### src/rtl/dle_dma_pkg.sv
package dle_dma_pkg;
  localparam int HADDR_W = 32;
  localparam int LADDR_W = 24;
  localparam int BCNT_W  = 17;
  localparam int PTR_W   = 16;
  localparam int DATA_W  = 32;

  localparam int MODE_NOQ = 0;
  localparam int MODE_IRQ = 1;
  localparam int MODE_DIR = 2;

  localparam logic [1:0] REG_BASE  = 2'd0;
  localparam logic [1:0] REG_COUNT = 2'd1;
  localparam logic [1:0] REG_STAT  = 2'd2;

  typedef struct packed {
    logic [HADDR_W-1:0] haddr;
    logic [LADDR_W-1:0] laddr;
    logic [BCNT_W-1:0]  bytes;
    logic [15:0]        mode;
    logic [PTR_W-1:0]   new_ptr;
  } dle_elem_t;

  typedef enum logic [1:0] {SEQ_IDLE, SEQ_FETCH, SEQ_MOVE, SEQ_RETIRE} seq_state_e;
  typedef enum logic [1:0] {FT_IDLE, FT_REQ, FT_WAIT} fetch_state_e;
  typedef enum logic [1:0] {MV_IDLE, MV_RD, MV_RWAIT, MV_WR} move_state_e;
endpackage

### src/rtl/dle_ring_ctrl.sv
module dle_ring_ctrl
  import dle_dma_pkg::*;
#(
  parameter int IDX_W = 8,
  parameter int CNT_W = 16
) (
  input  logic               clk,
  input  logic               rst_n,
  input  logic               reg_wr_en_i,
  input  logic [1:0]         reg_addr_i,
  input  logic [31:0]        reg_wdata_i,
  input  logic               retire_i,
  input  logic               retire_irq_i,
  output logic [HADDR_W-1:0] base_o,
  output logic [IDX_W-1:0]   idx_o,
  output logic [CNT_W-1:0]   remain_o,
  output logic               done_o,
  output logic               irq_o
);
  logic [HADDR_W-1:0] base_q;
  logic [IDX_W-1:0]   idx_q, idx_d;
  logic [CNT_W-1:0]   remain_q, remain_d, add_val;
  logic               done_q, done_d, irq_q, irq_d;
  logic               base_en, cnt_wr, stat_wr, cnt_en;

  always_comb begin
    base_en  = reg_wr_en_i && (reg_addr_i == REG_BASE);
    cnt_wr   = reg_wr_en_i && (reg_addr_i == REG_COUNT);
    stat_wr  = reg_wr_en_i && (reg_addr_i == REG_STAT);
    add_val  = cnt_wr ? reg_wdata_i[CNT_W-1:0] : '0;
    cnt_en   = cnt_wr || retire_i;
    remain_d = remain_q - CNT_W'(retire_i) + add_val;
    idx_d    = idx_q + IDX_W'(1);

    done_d = done_q;
    if (retire_i && (remain_q == CNT_W'(1)) && (add_val == '0))
      done_d = 1'b1;
    else if (stat_wr && reg_wdata_i[1])
      done_d = 1'b0;
    else if (add_val != '0)
      done_d = 1'b0;

    irq_d = irq_q;
    if (retire_i && retire_irq_i)
      irq_d = 1'b1;
    else if (stat_wr && reg_wdata_i[0])
      irq_d = 1'b0;
  end

  always_ff @(posedge clk or negedge rst_n) begin
    if (!rst_n)       base_q <= '0;
    else if (base_en) base_q <= reg_wdata_i[HADDR_W-1:0];
  end

  always_ff @(posedge clk or negedge rst_n) begin
    if (!rst_n)        idx_q <= '0;
    else if (retire_i) idx_q <= idx_d;
  end

  always_ff @(posedge clk or negedge rst_n) begin
    if (!rst_n)      remain_q <= '0;
    else if (cnt_en) remain_q <= remain_d;
  end

  always_ff @(posedge clk or negedge rst_n) begin
    if (!rst_n) begin
      done_q <= 1'b0;
      irq_q  <= 1'b0;
    end else begin
      done_q <= done_d;
      irq_q  <= irq_d;
    end
  end

  assign base_o   = base_q;
  assign idx_o    = idx_q;
  assign remain_o = remain_q;
  assign done_o   = done_q;
  assign irq_o    = irq_q;
endmodule

### src/rtl/dle_elem_fetch.sv
module dle_elem_fetch
  import dle_dma_pkg::*;
#(
  parameter int IDX_W      = 8,
  parameter int ELEM_WORDS = 4
) (
  input  logic               clk,
  input  logic               rst_n,
  input  logic               start_i,
  input  logic [HADDR_W-1:0] base_i,
  input  logic [IDX_W-1:0]   idx_i,
  output logic               req_valid_o,
  output logic [HADDR_W-1:0] req_addr_o,
  input  logic               req_ready_i,
  input  logic               rsp_valid_i,
  input  logic [DATA_W-1:0]  rsp_data_i,
  output dle_elem_t          elem_o,
  output logic               done_o
);
  localparam int ELEM_SHIFT = $clog2(ELEM_WORDS * 4);
  localparam int WCNT_W     = (ELEM_WORDS > 1) ? $clog2(ELEM_WORDS) : 1;

  fetch_state_e             st_q, st_d;
  logic [WCNT_W-1:0]        wcnt_q, wcnt_d;
  logic                     done_q, done_d;
  logic [ELEM_WORDS-1:0][DATA_W-1:0] words_q;
  logic                     cap_en, last_word;
  logic [HADDR_W-1:0]       elem_base;

  always_comb begin
    elem_base = base_i + (HADDR_W'(idx_i) << ELEM_SHIFT);
    last_word = (wcnt_q == WCNT_W'(ELEM_WORDS - 1));
    cap_en    = (st_q == FT_WAIT) && rsp_valid_i;
    st_d      = st_q;
    wcnt_d    = wcnt_q;
    done_d    = 1'b0;
    case (st_q)
      FT_IDLE: if (start_i) begin
        st_d   = FT_REQ;
        wcnt_d = '0;
      end
      FT_REQ: if (req_ready_i) st_d = FT_WAIT;
      FT_WAIT: if (rsp_valid_i) begin
        if (last_word) begin
          st_d   = FT_IDLE;
          done_d = 1'b1;
        end else begin
          st_d   = FT_REQ;
          wcnt_d = wcnt_q + WCNT_W'(1);
        end
      end
      default: st_d = FT_IDLE;
    endcase
  end

  always_ff @(posedge clk or negedge rst_n) begin
    if (!rst_n) begin
      st_q   <= FT_IDLE;
      wcnt_q <= '0;
      done_q <= 1'b0;
    end else begin
      st_q   <= st_d;
      wcnt_q <= wcnt_d;
      done_q <= done_d;
    end
  end

  for (genvar w = 0; w < ELEM_WORDS; w++) begin : g_word
    always_ff @(posedge clk or negedge rst_n) begin
      if (!rst_n)
        words_q[w] <= '0;
      else if (cap_en && (wcnt_q == WCNT_W'(w)))
        words_q[w] <= rsp_data_i;
    end
  end

  assign req_valid_o   = (st_q == FT_REQ);
  assign req_addr_o    = elem_base + (HADDR_W'(wcnt_q) << 2);
  assign done_o        = done_q;
  assign elem_o.haddr   = words_q[0][HADDR_W-1:0];
  assign elem_o.laddr   = words_q[1][LADDR_W-1:0];
  assign elem_o.bytes   = words_q[2][BCNT_W-1:0];
  assign elem_o.mode    = words_q[3][15:0];
  assign elem_o.new_ptr = words_q[3][31:16];
endmodule

### src/rtl/dle_word_mover.sv
module dle_word_mover
  import dle_dma_pkg::*;
#(
  parameter int WCNT_W = 16
) (
  input  logic               clk,
  input  logic               rst_n,
  input  logic               start_i,
  input  logic               dir_i,
  input  logic [HADDR_W-1:0] haddr_i,
  input  logic [LADDR_W-1:0] laddr_i,
  input  logic [WCNT_W-1:0]  nwords_i,
  output logic               h_valid_o,
  output logic               h_write_o,
  output logic [HADDR_W-1:0] h_addr_o,
  output logic [DATA_W-1:0]  h_wdata_o,
  input  logic               h_ready_i,
  input  logic               h_rsp_valid_i,
  input  logic [DATA_W-1:0]  h_rsp_data_i,
  output logic               l_valid_o,
  output logic               l_write_o,
  output logic [LADDR_W-1:0] l_addr_o,
  output logic [DATA_W-1:0]  l_wdata_o,
  input  logic               l_ready_i,
  input  logic               l_rsp_valid_i,
  input  logic [DATA_W-1:0]  l_rsp_data_i,
  output logic               done_o
);
  move_state_e        st_q, st_d;
  logic               dir_q;
  logic [HADDR_W-1:0] haddr_q, haddr_d;
  logic [LADDR_W-1:0] laddr_q, laddr_d;
  logic [WCNT_W-1:0]  left_q, left_d;
  logic [DATA_W-1:0]  dbuf_q;
  logic               src_ready, dst_ready, src_rsp, word_done, dbuf_en;
  logic [DATA_W-1:0]  src_data;

  always_comb begin
    src_ready = dir_q ? l_ready_i     : h_ready_i;
    dst_ready = dir_q ? h_ready_i     : l_ready_i;
    src_rsp   = dir_q ? l_rsp_valid_i : h_rsp_valid_i;
    src_data  = dir_q ? l_rsp_data_i  : h_rsp_data_i;
    word_done = (st_q == MV_WR) && dst_ready;
    dbuf_en   = (st_q == MV_RWAIT) && src_rsp;
    st_d      = st_q;
    haddr_d   = haddr_q;
    laddr_d   = laddr_q;
    left_d    = left_q;
    case (st_q)
      MV_IDLE: if (start_i) begin
        st_d    = (nwords_i == '0) ? MV_IDLE : MV_RD;
        haddr_d = haddr_i;
        laddr_d = laddr_i;
        left_d  = nwords_i;
      end
      MV_RD:    if (src_ready) st_d = MV_RWAIT;
      MV_RWAIT: if (src_rsp)   st_d = MV_WR;
      MV_WR: if (dst_ready) begin
        haddr_d = haddr_q + HADDR_W'(4);
        laddr_d = laddr_q + LADDR_W'(4);
        left_d  = left_q - WCNT_W'(1);
        st_d    = (left_q == WCNT_W'(1)) ? MV_IDLE : MV_RD;
      end
      default: st_d = MV_IDLE;
    endcase
  end

  always_ff @(posedge clk or negedge rst_n) begin
    if (!rst_n) begin
      st_q    <= MV_IDLE;
      haddr_q <= '0;
      laddr_q <= '0;
      left_q  <= '0;
    end else begin
      st_q    <= st_d;
      haddr_q <= haddr_d;
      laddr_q <= laddr_d;
      left_q  <= left_d;
    end
  end

  always_ff @(posedge clk or negedge rst_n) begin
    if (!rst_n)                             dir_q <= 1'b0;
    else if ((st_q == MV_IDLE) && start_i)  dir_q <= dir_i;
  end

  always_ff @(posedge clk or negedge rst_n) begin
    if (!rst_n)       dbuf_q <= '0;
    else if (dbuf_en) dbuf_q <= src_data;
  end

  assign h_valid_o = (!dir_q && (st_q == MV_RD)) || (dir_q && (st_q == MV_WR));
  assign h_write_o = dir_q && (st_q == MV_WR);
  assign h_addr_o  = haddr_q;
  assign h_wdata_o = dbuf_q;
  assign l_valid_o = (dir_q && (st_q == MV_RD)) || (!dir_q && (st_q == MV_WR));
  assign l_write_o = !dir_q && (st_q == MV_WR);
  assign l_addr_o  = laddr_q;
  assign l_wdata_o = dbuf_q;
  assign done_o    = word_done && (left_q == WCNT_W'(1));
endmodule

### src/rtl/dle_dma_seq.sv
module dle_dma_seq
  import dle_dma_pkg::*;
#(
  parameter int IDX_W      = 8,
  parameter int CNT_W      = 16,
  parameter int ELEM_WORDS = 4
) (
  input  logic                 clk,
  input  logic                 rst_n,
  input  logic                 reg_wr_en,
  input  logic [1:0]           reg_addr,
  input  logic [31:0]          reg_wdata,
  output logic                 hm_req_valid,
  input  logic                 hm_req_ready,
  output logic                 hm_req_write,
  output logic [HADDR_W-1:0]   hm_req_addr,
  output logic [DATA_W-1:0]    hm_req_wdata,
  input  logic                 hm_rsp_valid,
  input  logic [DATA_W-1:0]    hm_rsp_data,
  output logic                 lb_req_valid,
  input  logic                 lb_req_ready,
  output logic                 lb_req_write,
  output logic [LADDR_W-1:0]   lb_req_addr,
  output logic [DATA_W-1:0]    lb_req_wdata,
  input  logic                 lb_rsp_valid,
  input  logic [DATA_W-1:0]    lb_rsp_data,
  output logic                 qptr_wr_o,
  output logic [PTR_W-1:0]     qptr_val_o,
  output logic                 irq_o,
  output logic                 done_o,
  output logic                 busy_o,
  output logic [IDX_W-1:0]     elem_idx_o,
  output logic [CNT_W-1:0]     remain_o
);
  localparam int WCNT_W = BCNT_W - 1;

  logic [1:0]         rsync_q;
  logic               rst_n_s;
  seq_state_e         st_q, st_d;
  logic               fetch_start, fetch_done, move_start, move_done, retire;
  logic [HADDR_W-1:0] base;
  dle_elem_t          elem;
  logic [BCNT_W:0]    byte_round;
  logic [WCNT_W-1:0]  nwords;
  logic               f_valid;
  logic [HADDR_W-1:0] f_addr;
  logic               m_h_valid, m_h_write;
  logic [HADDR_W-1:0] m_h_addr;
  logic [DATA_W-1:0]  m_h_wdata;

  always_ff @(posedge clk or negedge rst_n) begin
    if (!rst_n) rsync_q <= '0;
    else        rsync_q <= {rsync_q[0], 1'b1};
  end
  assign rst_n_s = rsync_q[1];

  always_comb begin
    byte_round  = {1'b0, elem.bytes} + (BCNT_W+1)'(3);
    nwords      = byte_round[BCNT_W:2];
    fetch_start = (st_q == SEQ_IDLE) && (remain_o != '0);
    move_start  = (st_q == SEQ_FETCH) && fetch_done && (elem.bytes != '0);
    retire      = (st_q == SEQ_RETIRE);
    st_d        = st_q;
    case (st_q)
      SEQ_IDLE:   if (fetch_start) st_d = SEQ_FETCH;
      SEQ_FETCH:  if (fetch_done) st_d = (elem.bytes != '0) ? SEQ_MOVE : SEQ_RETIRE;
      SEQ_MOVE:   if (move_done) st_d = SEQ_RETIRE;
      SEQ_RETIRE: st_d = SEQ_IDLE;
      default:    st_d = SEQ_IDLE;
    endcase
  end

  always_ff @(posedge clk or negedge rst_n_s) begin
    if (!rst_n_s) st_q <= SEQ_IDLE;
    else          st_q <= st_d;
  end

  dle_ring_ctrl #(.IDX_W(IDX_W), .CNT_W(CNT_W)) u_ring (
    .clk          (clk),
    .rst_n        (rst_n_s),
    .reg_wr_en_i  (reg_wr_en),
    .reg_addr_i   (reg_addr),
    .reg_wdata_i  (reg_wdata),
    .retire_i     (retire),
    .retire_irq_i (elem.mode[MODE_IRQ]),
    .base_o       (base),
    .idx_o        (elem_idx_o),
    .remain_o     (remain_o),
    .done_o       (done_o),
    .irq_o        (irq_o)
  );

  dle_elem_fetch #(.IDX_W(IDX_W), .ELEM_WORDS(ELEM_WORDS)) u_fetch (
    .clk         (clk),
    .rst_n       (rst_n_s),
    .start_i     (fetch_start),
    .base_i      (base),
    .idx_i       (elem_idx_o),
    .req_valid_o (f_valid),
    .req_addr_o  (f_addr),
    .req_ready_i (hm_req_ready),
    .rsp_valid_i (hm_rsp_valid),
    .rsp_data_i  (hm_rsp_data),
    .elem_o      (elem),
    .done_o      (fetch_done)
  );

  dle_word_mover #(.WCNT_W(WCNT_W)) u_move (
    .clk           (clk),
    .rst_n         (rst_n_s),
    .start_i       (move_start),
    .dir_i         (elem.mode[MODE_DIR]),
    .haddr_i       (elem.haddr),
    .laddr_i       (elem.laddr),
    .nwords_i      (nwords),
    .h_valid_o     (m_h_valid),
    .h_write_o     (m_h_write),
    .h_addr_o      (m_h_addr),
    .h_wdata_o     (m_h_wdata),
    .h_ready_i     (hm_req_ready),
    .h_rsp_valid_i (hm_rsp_valid),
    .h_rsp_data_i  (hm_rsp_data),
    .l_valid_o     (lb_req_valid),
    .l_write_o     (lb_req_write),
    .l_addr_o      (lb_req_addr),
    .l_wdata_o     (lb_req_wdata),
    .l_ready_i     (lb_req_ready),
    .l_rsp_valid_i (lb_rsp_valid),
    .l_rsp_data_i  (lb_rsp_data),
    .done_o        (move_done)
  );

  always_comb begin
    if (st_q == SEQ_FETCH) begin
      hm_req_valid = f_valid;
      hm_req_write = 1'b0;
      hm_req_addr  = f_addr;
      hm_req_wdata = '0;
    end else begin
      hm_req_valid = m_h_valid;
      hm_req_write = m_h_write;
      hm_req_addr  = m_h_addr;
      hm_req_wdata = m_h_wdata;
    end
  end

  assign qptr_wr_o  = retire && !elem.mode[MODE_NOQ];
  assign qptr_val_o = elem.new_ptr;
  assign busy_o     = (st_q != SEQ_IDLE);
endmodule

### config.mk
export PLATFORM = sky130hd
export DESIGN_NAME = dle_dma_seq
export DESIGN_NICKNAME = d
export VERILOG_FILES = /design/src/rtl/dle_dma_pkg.sv /design/src/rtl/dle_ring_ctrl.sv /design/src/rtl/dle_elem_fetch.sv /design/src/rtl/dle_word_mover.sv /design/src/rtl/dle_dma_seq.sv
export SDC_FILE = /design/constraint.sdc
export NUM_CORES = 1
export LEC_CHECK = 0
export ABC_AREA = 0
export BUFFER_PORTS_ARGS = -buffer_cell sky130_fd_sc_hd__clkbuf_2
export CORE_ASPECT_RATIO = 0.9
export CORE_MARGIN = 3
export CORE_UTILIZATION = 50
export CTS_CLUSTER_SIZE = 28
export DETAILED_ROUTE_END_ITERATION = 8
export GPL_ROUTABILITY_DRIVEN = 0
export HOLD_SLACK_MARGIN = 0.08
export PLACE_DENSITY = 0.82
export SYNTH_ARGS = -nofsm -noshare
export SYNTH_HDL_FRONTEND = slang
export SYNTH_SLANG_ARGS = --single-unit
### constraint.sdc
create_clock -name clk -period 16.02 [get_ports clk]
set_input_delay 3.204 -clock clk [delete_from_list [all_inputs] [get_ports clk]]
set_output_delay 3.204 -clock clk [all_outputs]
set_load 0.005 [all_outputs]
Yosys cells after proc, flatten, opt, wreduce, memory -nomap -nowiden
Index checks and enable logic that the tools add are counted.
{ "totals": {"register_bits": 279, "in_bits": 105, "out_inout_bits": 168, "elab_cells": 152} }
{ "op_classes": {"addsub": 10, "mux": 46, "eq_ne": 26, "n_reduce_logical": 50} }
{ "ops": {"columns": ["operator", "n"], "rows": [
  ["$mux 32", 5],
  ["$pmux 32 s2", 1],
  ["$mux 16", 3],
  ["$mux 24", 2],
  ["$pmux 24 s2", 1],
  ["$add 32x12->32", 1],
  ["$add 32x3->32 const B", 1],
  ["$add 32x4->32", 1],
  ["$eq 16x1->1 const B", 2],
  ["$logic_not 16->1", 2],
  ["$pmux 16 s2", 1],
  ["$reduce_bool 16->1", 2],
  ["$logic_and 1x1->1", 25],
  ["$add 24x3->24 const B", 1],
  ["$mux 2", 12],
  ["$add 17x2->18 const B", 1],
  ["$mux 1", 17],
  ["$reduce_bool 17->1", 1],
  ["$add 16x16->16", 1],
  ["$eq 2x2->1 const B", 8],
  ["$pmux 2 s4", 2],
  ["$sub 16x1->16", 1],
  ["$sub 16x1->16 const B", 1],
  ["$ne 2x2->1 const B", 6],
  ["other kinds (13)", 34]
]} }

Longest topological paths before layout
{ "logic_depth": {"depth_word": 7, "mapped_depth": 13, "ltp_nobuf": 11} }

Hierarchy
Synthesis repeated with hierarchy kept, for this count alone.
{ "hier_totals": {"cells_unflattened": 1583, "area_unflattened_um2": 16121.7} }
{ "modules_own_cells": {"columns": ["mod", "instances", "cells_each", "seq_area_each_um2", "area_per_inst_um2"], "rows": [
  ["dle_word_mover", 1, 721, 2677.6, 6439.9],
  ["dle_elem_fetch", 1, 369, 2752.6, 4989.8],
  ["dle_ring_ctrl", 1, 344, 1451.4, 3458.3],
  ["dle_dma_seq", 1, 149, 100.1, 1233.7]
]} }

Worst setup path before layout
No wires, ideal clock.
{ "synth_path": {"kind": "input -> register", "from": "input reg_addr[1]", "to": "register u_ring.remain_q[12], in the netlist u_ring.remain_o[12]", "required_time_ns": 15.885, "setup_slack_ns": 10.022, "setup_time_ns": 0.135, "stages": 13, "arrival_ns": 5.864, "n_path_buf": 2, "path_cell_list": "and3b_1 clkbuf_1 clkbuf_1 nand2_1 ha_1 inv_1 fa_1 a21o_1 a221oi_1 a221o_1 o21ai_0 xnor2_1 o21ai_0"} }
{ "synth_between": {"elab_chain_len": 4, "elab_cells_between_ends": 5, "cone_classes": "1 x add/sub; 1 x eq/ne; 1 x mux; 2 x reduce/logical"} }
{ "synth_lines": {"columns": ["element", "line", "text"], "rows": [
  ["start, declared", "dle_dma_seq.sv:11", "input logic [1:0] reg_addr,"],
  ["$eq 2x1->1 *", "dle_ring_ctrl.sv:28", "cnt_wr = reg_wr_en_i && (reg_addr_i == REG_COUNT);"],
  ["$logic_and 1x1->1 *", "dle_ring_ctrl.sv:28", null],
  ["$mux 16", "dle_ring_ctrl.sv:30", "add_val = cnt_wr ? reg_wdata_i[CNT_W-1:0] : '0;"],
  ["$add 16x16->16", "dle_ring_ctrl.sv:32", "remain_d = remain_q - CNT_W'(retire_i) + add_val;"],
  ["end signal, assigned", "dle_ring_ctrl.sv:62", "else if (cnt_en) remain_q <= remain_d;"],
  ["end, declared", "dle_ring_ctrl.sv:22", "logic [CNT_W-1:0] remain_q, remain_d, add_val;"]
]} }
Mark *: on every way between the ends. The rest lies on a longest branch, timed or not.
A chain may end at the register's enable or synchronous reset.

Worst setup path in the final report
{ "layout_path": {"from": "register u_fetch.wcnt_q[1]", "to": "output hm_req_addr[13]"} }
{ "layout_between": {"elab_chain_len": 2} }
{ "layout_lines": {"columns": ["element", "line", "text"], "rows": [
  ["start, declared", "dle_elem_fetch.sv:24", "logic [WCNT_W-1:0] wcnt_q, wcnt_d;"],
  ["start signal, assigned", "dle_elem_fetch.sv:63", "wcnt_q <= wcnt_d;"],
  ["$add 32x4->32", "dle_elem_fetch.sv:78", "assign req_addr_o = elem_base + (HADDR_W'(wcnt_q) << 2);"],
  ["$mux 32", "dle_dma_seq.sv:134", "if (st_q == SEQ_FETCH) begin"],
  ["end, declared", "dle_dma_seq.sv:16", "output logic [HADDR_W-1:0] hm_req_addr,"]
]} }
No other way between the ends.

==> metrics.md <==
| Metric | Value |
|---|---|
| Synth warn | 0 |
| Largest net degree at the start of global routing | 92 |
| Vias | 13533 |
| Area leader, netlist | dfrtp_1 |
| Clk_lat worst skew | 0.55 ns |
| GRT Total Usage | 0.275 |
| Top_reg_cell synth | dfrtp_1 |
| H-tree Lvls | 1 |
| Seq/Total Area, Yosys | 0.428 |
| Reg-to-Reg End | u_move.h_addr_o[4] |
| Postcts setup bufs | 0 |
| Die area | 33200 µm² |
| Rel. slew slack | 0.270 |
| Achievable Freq | 155 MHz |
| Top cells by area, synth | dfrtp_1, mux2_2, ha_1 |
| Most common library cells after synthesis | dfrtp_1, nand2_1, mux2_2 |
| Routed wire length | 46.6 mm |
| Chip width | 192 µm |
| Register-to-Register Path Depth | 8 |
| Number of flops mapped to enable cells by yosys | 0 |
| Vias per cell | 6.12 |
| Register clock-pin slew on the reported worst setup and hold paths | 0.06 ns |
| Worst Path Required | 12.82 ns |
| Post-Synthesis Net Count | 1730 |
| Share of cells above drive strength 1 | 0.281 |
| Clock Sinks | 266 |
| Global-route wire length before repair | 73.0 mm |
| Crit. End Element | output port |
| CTS max path bufs | 3 |
| Lkg Pwr | 8.46 nW |
| CTS Hold Bufs | 0 |
| Asr flop ratio synth | 1.00 |
| Number of global-route vias before repair | 13236 |
| Worst setup SP type | flop |
| Cells after Synth | 1564 |
| Placement row count | 60 |
| Slew @ Worst Pin | 1.10 ns |
| Tcrit/Tclk final | 0.403 |
| Detailed placer's ending HPWL | 33.6 mm |
| Final setup violating endpoints | 0 |
| Distinct cells, synth | 81 |
| Hold Slack | 0.355 ns |
| Max-cap viol count | 0 |
| Post-Syn Area | 15500 µm² |
| Worst Hold Class | reg2async |
| Crit path arrival time | 3.25 ns |
| # IOs | 273 |
| Mean post-synth cell area | 9.94 µm² |
| RSZ-0062 raised after global routing | no |
| Slew Viols, Final | 0 |
| Final Skew | 0.0151 ns |
| Status | completed |
| Fillers | 2448 |
| Die height | 173 µm |
| Final Net Count | 1951 |
| Final Hold Viols | 0 |
| Root Driver | clkbuf_16 |
| Pwr Density | 185 nW/µm² |
| Pint | 1.97 mW |
| Port-buffer cells | 272 |
| Final setup TNS | 0 ns |
| Sw frac | 0.412 |
| Synth top area share | 0.428 |
| Maximum vdd drop | 97.5 µV |
| Final critical-path required period | 6.45 ns |
| DR WL/cell | 21.1 µm |
| Reg2reg setup slack | 12.12 ns |
| Comb power frac | 0.453 |
| Post-CTS resize count | 0 |
| Switching power | 1.38 mW |
| Initial antenna violation count | 2 |
| Worst r2r src | u_move.st_q[0] |
| Area Growth Syn to Fin | 16.5% |
| Initial Utilization | 0.514 |
| Core box area | 30300 µm² |
| Reg power frac | 0.334 |
| CP Class | reg2out |
| Synth Register Bits | 266 |
| Crit path max fanout | 5 |
| 1st-pass router iterations | 5 |
| Top-count cell post-synth | dfrtp_1 |
| Register area | 6660 µm² |
| DRT iter0 DRCs | 1177 |
| Cts bufs inserted | 29 |
| Residual DRC | 0 |
| Overflow after GRT | 0 |
| Clk pwr share | 0.214 |
| Area of the multi-input gates | 8180 µm² |
| CTS tree | done |
| Final ANT Viol Nets | 0 |
-- critical path, stage by stage, from the launching register on --
cell	delay, ns
dfrtp_1	0.44
ha_1	0.32
a21o_1	0.13
nand4_1	0.19
a211oi_1	0.75
o21ai_0	0.24
xor2_1	0.18
a21oi_1	0.26
clkbuf_2	0.17
-- routing by layer --
| metal | vias to the layer above | part of all wire | global-route usage |
|---|---|---|---|
| met5 | - | 0 | 0 |
| met4 | 0 | 0.040 | 0.101 |
| met3 | 128 | 0.083 | 0.0461 |
| met2 | 691 | 0.46 | 0.433 |
| met1 | 6589 | 0.42 | 0.383 |
| li1 | 6125 | - | - |
-- how the worst max path moves through the flow --
stage	from	end	slack (ns)	cells past startpoint
after floorplan	rsync_q[1]	st_q[0]	8.06	0
after global placement	reg_addr[1]	u_ring.remain_o[12]	9.77	12
after detailed placement	reg_addr[1]	u_ring.remain_o[12]	9.66	12
after CTS	u_fetch.wcnt_q[1]	hm_req_addr[13]	9.63	8
after global routing	u_ring.idx_o[0]	hm_req_addr[29]	9.45	7
final	u_fetch.wcnt_q[1]	hm_req_addr[13]	9.57	8
-- cells by family after synthesis --
group / after synthesis / share of synthesized area
buf+inv: 165 / 0.0474
simple gates: 443 / 0.149
flops: 266 / 0.428
compound gates: 384 / 0.161
other cells: 1 / 0.000241
mux: 185 / 0.131
fa+ha+maj: 61 / 0.0501
xor+xnor: 59 / 0.0333
-- power by group through the flow --
stage / logic, mW / registers (mW) / clock network, mW
2_1_floorplan: 1.05 / 1.06 / 0
3_3_place_gp: 1.44 / 1.11 / 0
3_5_place_dp: 1.50 / 1.12 / 0
4_1_cts: 1.51 / 1.11 / 0.726
5_1_grt: 1.67 / 1.14 / 0.752
6_report: 1.52 / 1.12 / 0.716
-- cells in the final DEF (no fill, tap or decap), types with 8 or more instances in the layout --
cell	n
a22oi_1	29
mux2_2	141
ha_1	57
inv_1	68
o22ai_1	9
a2111oi_0	16
clkbuf_8	9
clkbuf_16	29
clkbuf_2	272
nand4_1	20
o211ai_1	9
nor2b_1	40
dfrtp_1	264
nor4_1	19
and2_1	8
and3_1	23
xnor2_1	24
nand2_1	144
xor2_1	35
o21ai_0	69
o32ai_1	8
nor3_1	24
and4_1	9
buf_4	14
nor2_1	64
mux2i_1	38
o21ai_1	39
o21a_1	14
a21oi_1	98
a21o_1	21
nand3_1	48
-- registers in the layout (all words and copies together) (netlist names) --
signal and count:
u_fetch.elem_o 92, u_ring.idx_o 8, u_ring.base_o 32, u_ring.irq_o 1
u_move.h_wdata_o 32, u_fetch.done_o 1, u_move.left_q 16, u_fetch.st_q 2
u_ring.done_o 1, u_fetch.wcnt_q 2, u_move.l_addr_o 24, st_q 2
u_move.st_q 2, u_move.dir_q 1, rsync_q 2, u_ring.remain_o 16
u_move.h_addr_o 32
-- through the flow --
step | instance area (µm²) | instances | utilization | total power [mW] | setup slack, ns
floorplan | 15500 | 1564 | - | 2.10 | 8.06
finish | 18100 | 2211 | 0.598 | 3.35 | 9.57
detailed placement | 17100 | 2157 | 0.564 | 2.62 | 9.66
CTS | 18100 | 2210 | 0.598 | 3.34 | 9.63
global placement | 17100 | 2157 | 0.564 | 2.55 | 9.77
global route | 18100 | 2210 | 0.598 | 3.56 | 9.45
-- layout make-up --
type	instances	share of cell area
multi-input combinational	1133	0.452
sequential	266	0.368
timing repair buffer	286	0.0810
clock buffer	42	0.0478
tap	403	0.0279
inverter	69	0.0143
clock inverter	11	0.00905
antenna	1	0.000138
No activity file was read; power rests on OpenSTA's default activity.
